<file path="config.mk">
export PLATFORM = sky130hd
export DESIGN_NAME = knx_xform
export DESIGN_NICKNAME = d
export VERILOG_FILES = /design/src/rtl/knx_pkg.sv /design/src/rtl/knx_src_bank.sv /design/src/rtl/knx_sel_ctl.sv /design/src/rtl/knx_mux.sv /design/src/rtl/knx_xform.sv
export SDC_FILE = /design/constraint.sdc
export NUM_CORES = 1
export LEC_CHECK = 0
export ABC_CLOCK_PERIOD_IN_PS = 800
export BUFFER_PORTS_ARGS = -buffer_cell sky130_fd_sc_hd__buf_4
export CORE_MARGIN = 1.5
export CORE_UTILIZATION = 49
export CTS_CLUSTER_DIAMETER = 120
export DETAILED_ROUTE_END_ITERATION = 6
export PLACE_DENSITY = 0.84
export SLEW_MARGIN = 10
export SYNTH_ARGS = -nofsm -noshare
export SYNTH_HDL_FRONTEND = slang
export SYNTH_HIERARCHICAL = 1
export SYNTH_SLANG_ARGS = --single-unit
</file>
<file path="constraint.sdc">
create_clock -name clk -period 0.8 [get_ports clk]
set_input_delay 0.16 -clock clk [delete_from_list [all_inputs] [get_ports clk]]
set_output_delay 0.16 -clock clk [all_outputs]
set_load 0.02 [all_outputs]
</file>
<file path="src/rtl/knx_pkg.sv">
package knx_pkg;
  localparam int unsigned KNX_DW   = 8;
  localparam int unsigned KNX_SELW = 3;
  localparam int unsigned KNX_NSRC = 1 << KNX_SELW;

  typedef enum logic [KNX_SELW-1:0] {
    SRC_SELBYTE = 3'd0,
    SRC_DLT_LO  = 3'd1,
    SRC_IR_MID  = 3'd2,
    SRC_IR_HI   = 3'd3,
    SRC_DLT_HI  = 3'd4,
    SRC_UNUSED  = 3'd5,
    SRC_MIRBYTE = 3'd6,
    SRC_MDEC    = 3'd7
  } knx_src_e;

  typedef struct packed {
    logic           zero;
    logic           k_wr;
    logic           n_wr;
    knx_src_e       src;
  } knx_ctl_t;
endpackage

</file>
<file path="src/rtl/knx_src_bank.sv">
module knx_src_bank
  import knx_pkg::*;
#(
  parameter int unsigned DW   = KNX_DW,
  parameter int unsigned MW   = 16,
  parameter int unsigned NSRC = KNX_NSRC
) (
  input  logic [MW-1:0]          macro_ir,
  input  logic [DW-1:0]          delta_lo,
  input  logic [DW-1:0]          sel_s2_lo,
  input  logic [DW-1:0]          mir_lo,
  output logic [NSRC-1:0][DW-1:0] src
);
  localparam int unsigned NIB = DW / 2;

  for (genvar g = 0; g < NSRC; g++) begin : g_src
    if (g == SRC_SELBYTE) begin : g_s0
      assign src[g] = sel_s2_lo;
    end else if (g == SRC_DLT_LO) begin : g_s1
      assign src[g] = {3'b000, delta_lo[4:0]};
    end else if (g == SRC_IR_MID) begin : g_s2
      assign src[g] = {{NIB{1'b0}}, macro_ir[7:4]};
    end else if (g == SRC_IR_HI) begin : g_s3
      assign src[g] = {{NIB{1'b0}}, macro_ir[11:8]};
    end else if (g == SRC_DLT_HI) begin : g_s4
      assign src[g] = {{NIB{1'b0}}, delta_lo[7:4]};
    end else if (g == SRC_MIRBYTE) begin : g_s6
      assign src[g] = mir_lo;
    end else if (g == SRC_MDEC) begin : g_s7
      assign src[g] = {macro_ir[15:12], macro_ir[3:0]};
    end else begin : g_none
      assign src[g] = '0;
    end
  end
endmodule

</file>
<file path="src/rtl/knx_sel_ctl.sv">
module knx_sel_ctl
  import knx_pkg::*;
(
  input  logic [KNX_SELW-1:0] sel_code,
  input  logic [1:0]          mir_mode,
  input  logic                mir_qual,
  input  logic                cmd_ld_k,
  input  logic                cmd_ld_n,
  input  logic                cmd_clr_k,
  input  logic                cmd_clr_n,
  input  logic                cmd_clr_np,
  input  logic                cmd_mdec,
  output knx_ctl_t            ctl
);
  logic seq_mode;
  logic any_clr;

  assign seq_mode = &mir_mode;
  assign any_clr  = cmd_clr_k | cmd_clr_n | cmd_clr_np;

  always_comb begin
    ctl.zero = 1'b0;
    ctl.src  = knx_src_e'(sel_code);
    if (any_clr) begin
      ctl.zero = 1'b1;
    end else if (cmd_mdec) begin
      ctl.src = SRC_MDEC;
    end else if (seq_mode) begin
      ctl.src = SRC_MIRBYTE;
    end else if (!mir_qual) begin
      ctl.src = SRC_MDEC;
    end
    ctl.k_wr = cmd_ld_k | cmd_clr_k | (cmd_mdec & ~any_clr);
    ctl.n_wr = (cmd_ld_n & ~cmd_mdec) | cmd_clr_n | cmd_clr_np;
  end
endmodule

</file>
<file path="src/rtl/knx_mux.sv">
module knx_mux
  import knx_pkg::*;
#(
  parameter int unsigned DW   = KNX_DW,
  parameter int unsigned NSRC = KNX_NSRC
) (
  input  logic [NSRC-1:0][DW-1:0] src,
  input  knx_ctl_t                ctl,
  output logic [DW-1:0]           dout
);
  logic [NSRC-1:0] hot;

  for (genvar g = 0; g < NSRC; g++) begin : g_hot
    assign hot[g] = (ctl.src == knx_src_e'(g)) & ~ctl.zero;
  end

  always_comb begin
    dout = '0;
    for (int i = 0; i < NSRC; i++) begin
      dout = dout | (src[i] & {DW{hot[i]}});
    end
  end
endmodule

</file>
<file path="src/rtl/knx_xform.sv">
module knx_xform
  import knx_pkg::*;
#(
  parameter int unsigned DW = KNX_DW,
  parameter int unsigned MW = 16
) (
  input  logic          clk,
  input  logic          rst_n,
  input  logic [MW-1:0] macro_ir,
  input  logic [DW-1:0] delta_lo,
  input  logic [DW-1:0] sel_s2_lo,
  input  logic [DW-1:0] mir_lo,
  input  logic [1:0]    mir_mode,
  input  logic          mir_qual,
  input  logic          cmd_ld_k,
  input  logic          cmd_ld_n,
  input  logic          cmd_clr_k,
  input  logic          cmd_clr_n,
  input  logic          cmd_clr_np,
  input  logic          cmd_mdec,
  output logic [DW-1:0] kn_data,
  output logic          k_load,
  output logic          n_load
);
  localparam int unsigned NSRC = KNX_NSRC;

  logic [NSRC-1:0][DW-1:0] src;
  knx_ctl_t                ctl;
  logic [DW-1:0]           sel_byte;

  knx_src_bank #(.DW(DW), .MW(MW), .NSRC(NSRC)) u_bank (
    .macro_ir (macro_ir),
    .delta_lo (delta_lo),
    .sel_s2_lo(sel_s2_lo),
    .mir_lo   (mir_lo),
    .src      (src)
  );

  knx_sel_ctl u_ctl (
    .sel_code  (mir_lo[KNX_SELW-1:0]),
    .mir_mode  (mir_mode),
    .mir_qual  (mir_qual),
    .cmd_ld_k  (cmd_ld_k),
    .cmd_ld_n  (cmd_ld_n),
    .cmd_clr_k (cmd_clr_k),
    .cmd_clr_n (cmd_clr_n),
    .cmd_clr_np(cmd_clr_np),
    .cmd_mdec  (cmd_mdec),
    .ctl       (ctl)
  );

  knx_mux #(.DW(DW), .NSRC(NSRC)) u_mux (
    .src (src),
    .ctl (ctl),
    .dout(sel_byte)
  );

  always_ff @(posedge clk or negedge rst_n) begin
    if (!rst_n) begin
      kn_data <= '0;
      k_load  <= 1'b0;
      n_load  <= 1'b0;
    end else begin
      k_load <= ctl.k_wr;
      n_load <= ctl.n_wr;
      if (ctl.k_wr | ctl.n_wr) begin
        kn_data <= sel_byte;
      end
    end
  end
endmodule

</file>
==> results of run 1 <==
[metal layers]
metal | global-route usage (%) | part of all wire, %
met5 | 0 | 0
met2 | 34.4 | 49
met3 | 3.79 | 7.3
met1 | 25.4 | 42
met4 | 4.32 | 0.99
[critical path, stage by stage]
cell and delay [ns]:
buf_6 0.09, or3_4 0.41, a22oi_2 0.24, buf_6 0.20, mux2i_1 0.22, o22a_1 0.18
o221ai_1 0.12, mux2_2 0.28
[final cells by class]
cell class | count | area (um^2)
tap | 31 | 38.8
sequential | 10 | 250
multi-input combinational | 95 | 777
timing repair buffer | 78 | 657
clock buffer | 4 | 36.3
fill | 242 | 1010
inverter | 3 | 11.3
[what timing repair did]
item	4_1_cts	5_1_grt
hold endpoints to repair	10	0
hold buffers	1	0
pin swaps	0	0
gates resized for setup	18	2
setup buffers	3	1
endpoints found under the setup margin	18	18
[synthesized netlist by cell type]
library cell,instances
nor2_1,2
a31oi_2,1
a22oi_1,1
conb_1,1
nor2_4,1
o22a_1,8
o2bb2ai_1,1
a211o_1,1
or3_4,1
nand2_1,2
o221ai_1,8
o21ai_0,1
dfrtp_1,10
mux2i_1,32
buf_2,1
or3b_1,1
or2_1,2
or3_1,1
buf_4,68
nand3b_1,1
inv_1,3
buf_6,1
mux2_2,8
buf_1,1
[path summary, 6_finish.rpt]
| path | start | endpoint | slack, ns |
|---|---|---|---|
| worst max register to register | kn_data[6] | kn_data[6] | -0.10 |
| worst min-delay path | cmd_clr_k | k_load | 0.16 |
| worst min register to register | kn_data[0] | kn_data[0] | 0.55 |
| min in group asynchronous | rst_n | kn_data[2] | 0.24 |
| max in group asynchronous | rst_n | kn_data[3] | 0.41 |
| worst max-delay path | cmd_clr_n | kn_data[5] | -0.94 |
[cells by family (layout without fill, tap and decap cells)]
logic type,Yosys count,in the layout,synth area share (%)
multiplexers,40,40,28.1
flip-flops,10,10,17.1
AO/OA/AOI/OAI,21,21,12.5
AND/OR/NAND/NOR,11,11,4.97
other,1,23,0.257
buffers and inverters,74,85,37.1
[registers in the layout, summed over array words and instances (netlist names)]
signal	cells
k_load	1
kn_data	8
n_load	1
[stage by stage]
stage | hold WS (ns) | power (mW) | worst slack (ns)
after detailed placement | -0.00508 | 1.22 | -1.27
after CTS | 0.157 | 1.73 | -0.956
final | 0.156 | 1.76 | -0.936
after floorplan | -0.136 | 1.12 | -1.02
after global routing | 0.156 | 1.86 | -1.02
after global placement | -0.00813 | 1.20 | -1.19
[power breakdown]
part           internal [mW]  switching (mW)
clock                  0.277           0.195
combinational          0.447           0.297
sequential             0.530          0.0186
[cell usage in the layout (no fill, tap or decap), drive strengths merged]
master       instances
mux2i               32
dfrtp               10
o221ai               8
buf                 77
or3b                 1
or2                  2
a22oi                1
a211o                1
conb                23
clkbuf               4
o22a                 8
mux2                 8
nand2                2
o2bb2ai              1
nand3b               1
or3                  2
o21ai                1
inv                  3
a31oi                1
dlygate4sd3          1
nor2                 3
==> results.json, run 1 <==
{
  "gp_congestion": 0.788,
  "hold_viol": 0,
  "synth_top_area_share_pct": 34.9,
  "cp-start-kind": "input port",
  "row_count": 19,
  "die_width_um": 57.6,
  "maxCapViolCount": 0,
  "drive_above_1_share_pct": 51.1,
  "detail-route-antenna-nets": 0,
  "period_share_pct": 217,
  "antenna_found_initial": 0,
  "yosysUniqueCellTypes": 24,
  "grt_pass1_wl_mm": 5.24,
  "final_nets": 242,
  "placed_cells": 212,
  "wl_per_cell_um": 13.8,
  "grt-ovfl-total": 0,
  "fmax_mhz": 576,
  "synth_largest_area_cell": "buf_4",
  "setup_violations": 18,
  "die_y_um": 57.6,
  "setup_slack_ns": -0.936,
  "clock_latency_ns": 0.27,
  "whs_path_depth": 2,
  "cts_sinks": 10,
  "slew_violations": 0,
  "grt_pass1_vias": 1158,
  "skew_ns": 0,
  "drt-total-wl_mm": 3.04,
  "final_util_pct": 63.7,
  "finalInstanceArea_um2": 1770,
  "antenna_cells": 0,
  "synth_cells": 157,
  "dieArea_um2": 3320,
  "worstPathArrival_ns": 1.89,
  "status": "complete, but fails checks",
  "syn2layout_area_growth_pct": 21.1,
  "h-tree-depth": 1,
  "core_area_um2": 2780,
  "final_cells": 221,
  "drc_errors": 0,
  "syn_area_um2": 1460,
  "viasPerCell": 4.95,
  "cts_root_buf": "clkbuf_4",
  "worstHoldPathType": "in -> reg",
  "syn_area_per_cell_um2": 9.31,
  "placed_area_um2": 1620,
  "synth_area_leaders": "buf_4, mux2i_1, dfrtp_1, mux2_2, o221ai_1",
  "cts_buffer_depth": 2,
  "path_clk_slew_ns": 0.08,
  "worst_setup_path_end_kind": "register",
  "crit_type": "in -> reg",
  "ys_seq_elements": 10,
  "io_buffers": 60,
  "violations": "setup timing",
  "via_count": 1094,
  "rr_worst_depth": 2,
  "drt-initial-drc-count": 15,
  "fin_setup_tns_ns": -8.88,
  "ios": 61,
  "max-vdd-ir-drop_mv": 0.918,
  "grt_setup_unrepaired": "true",
  "numCtsBuffers": 3,
  "ys_warn_count": 6,
  "min_period_ns": 1.74,
  "grt_usage_pct": 19.8,
  "grt_max_degree": 11,
  "worstPathRequired_ns": 0.95,
  "dpl.hpwl_mm": 2.43,
  "leakage_nw": 0.928,
  "start_util_pct": 52.5,
  "first_pass_iters": 4,
  "p_per_area_nw_per_um2": 996,
  "cp_max_fo": 10,
  "cts_tree": "built",
  "yosysSeqAreaShare_pct": 17.1
}
Power figures use the tool's default switching activity.
==> run 2, diff against run 1 <==
==> constraint.sdc (replaced) <==
create_clock -name clk -period 0.8 [get_ports clk]
set_input_delay 0.08 -clock clk [delete_from_list [all_inputs] [get_ports clk]]
set_output_delay 0.08 -clock clk [all_outputs]
set_load 0.02 [all_outputs]
==> run 2 against run 1 <==
Net effect: the run still ends with setup timing left; global-route usage is 0.26 points lower; flip-flop and latch count stayed put; critical path depth stayed put; clock skew stayed put; via count is 2.7% lower; die area stayed put; total power hardly changed; utilization is 1.1 points higher; largest cell class unchanged.
==> results.json, run 2 (same netlist as run 1, synthesis figures left out) <==
{
  "status": "complete, but fails checks",
  "violations": "setup timing",
  "finalInstanceArea_um2": 1800,
  "antenna_cells": 0,
  "min_period_ns": 1.67,
  "cts_buffer_depth": 2,
  "skew_ns": 0,
  "dieArea_um2": 3320,
  "worstHoldPathType": "in -> reg",
  "detail-route-antenna-nets": 0,
  "setup_violations": 18,
  "worstPathRequired_ns": 0.95,
  "hold_viol": 0,
  "drive_above_1_share_pct": 51.1,
  "leakage_nw": 0.941,
  "maxCapViolCount": 0,
  "p_per_area_nw_per_um2": 979,
  "clock_latency_ns": 0.26,
  "internal_power_mw": 1.27,
  "hold_start": "cmd_clr_k",
  "core_area_um2": 2780,
  "r2r_slack_ns": 0,
  "grt_max_degree": 11,
  "grt_setup_unrepaired": "true",
  "rr_worst_depth": 1,
  "top_regs": "kn_data (8), k_load (1), n_load (1)",
  "grt_usage_pct": 19.5,
  "whs_path_depth": 2,
  "seq_power_share_pct": 31.1,
  "row_count": 19,
  "h-tree-depth": 1,
  "timing.rr.end": "kn_data[0]",
  "io_buffers": 60,
  "grt-ovfl-total": 0,
  "cp-start-kind": "input port",
  "drt-total-wl_mm": 3.06,
  "dp_slack_ns": -1.17,
  "path_cells": "buf_6 -> or3_4 -> a22oi_2 -> buf_6 -> buf_12 -> mux2i_1 -> o221ai_1 -> mux2_4",
  "period_share_pct": 208,
  "gp_congestion": 0.790,
  "largest_reg_flops": 8,
  "syn2layout_area_growth_pct": 23.2,
  "cts_sinks": 10,
  "p_sw_share_pct": 27.8,
  "grt_pass1_vias": 1199,
  "p_switching_mw": 0.491,
  "combPwrFrac_pct": 43.6,
  "clockPowerShare_pct": 25.2,
  "crit_type": "in -> reg",
  "dpl.hpwl_mm": 2.43,
  "largest-register": "kn_data",
  "final_nets": 242,
  "layout_commonest_cell": "buf_4",
  "viasPerCell": 4.81,
  "slew_violations": 0,
  "worst_setup_path_end_kind": "register",
  "via_count": 1064,
  "final_cells": 221,
  "drt-initial-drc-count": 6,
  "worstPathArrival_ns": 1.82,
  "cts_root_buf": "clkbuf_4",
  "die_width_um": 57.6,
  "crit_start": "cmd_clr_n",
  "die_y_um": 57.6,
  "hold-path-endpoint": "k_load",
  "setup_slack_ns": -0.867,
  "fmax_mhz": 600,
  "start_util_pct": 52.5,
  "slowest_delay_ns": 0.40,
  "final_util_pct": 64.7,
  "crit_slowest_cell": "or3_4",
  "placed_area_um2": 1620,
  "max-vdd-ir-drop_mv": 0.963,
  "antenna_found_initial": 0,
  "wl_per_cell_um": 13.8,
  "drc_errors": 0,
  "final_cell_mix": "buf_4, mux2i_1, conb_1",
  "cts_tree": "built",
  "numCtsBuffers": 3,
  "cp_max_fo": 6,
  "timing.rr.start": "kn_data[0]",
  "crit_top_cell": "buf_6",
  "ios": 61,
  "whs_ns": 0.0890,
  "placed_cells": 212,
  "first_pass_iters": 4,
  "grt_pass1_wl_mm": 5.20,
  "path_clk_slew_ns": 0.07
}
## run 2: final cells by class
type,instances,area [um^2]
fill,217,981
timing repair buffer,78,681
tap,31,38.8
sequential,10,250
inverter,3,11.3
clock buffer,4,36.3
multi-input combinational,95,783
## run 2: per-layer routing
metal  vias to the layer above  GRT usage, %  part of all wire (%)
li1                        532             -                     -
met1                       497          24.6                    43
met2                        35          35.7                    52
met3                         0          2.90                   5.6
met4                         0          2.99                     0
met5                         -             0                     0
## run 2: critical path: cells and delay by family
family	cells	cell delay, ns
buf+inv	3	0.42
mux	2	0.51
compound gates	2	0.40
simple gates	1	0.40
## run 2: power by group through the flow
stage,Clock [mW],Sequential [mW],Combinational [mW]
2_1_floorplan,0,0.580,0.542
3_3_place_gp,0,0.552,0.653
3_5_place_dp,0,0.552,0.666
4_1_cts,0.455,0.548,0.740
5_1_grt,0.488,0.552,0.830
6_report,0.445,0.549,0.770
## run 2: timing repair
item | 4_1_cts | 5_1_grt
resized for setup | 17 | 6
hold endpoints to repair | 10 | 0
pin swaps | 0 | 0
setup endpoints to repair | 18 | 18
hold buffers | 1 | 0
cloned | 1 | 0
setup buffers | 2 | 1
## run 2: how the worst max path moves through the flow
| stage | end | slack [ns] | cells past startpoint |
|---|---|---|---|
| 3_5_place_dp | kn_data[5] | -1.17 | 8 |
| 6_report | kn_data[2] | -0.87 | 8 |
| 5_1_grt | kn_data[4] | -0.94 | 8 |
| 2_1_floorplan | kn_data[6] | -0.94 | 8 |
| 4_1_cts | kn_data[5] | -0.87 | 8 |
| 3_3_place_gp | kn_data[5] | -1.11 | 8 |
## run 2: stage by stage
stage	power, mW	setup TNS [ns]
floorplan	1.12	-7.42
global placement	1.20	-8.74
detailed placement	1.22	-9.16
CTS	1.74	-7.53
global route	1.87	-8.40
finish	1.76	-7.40
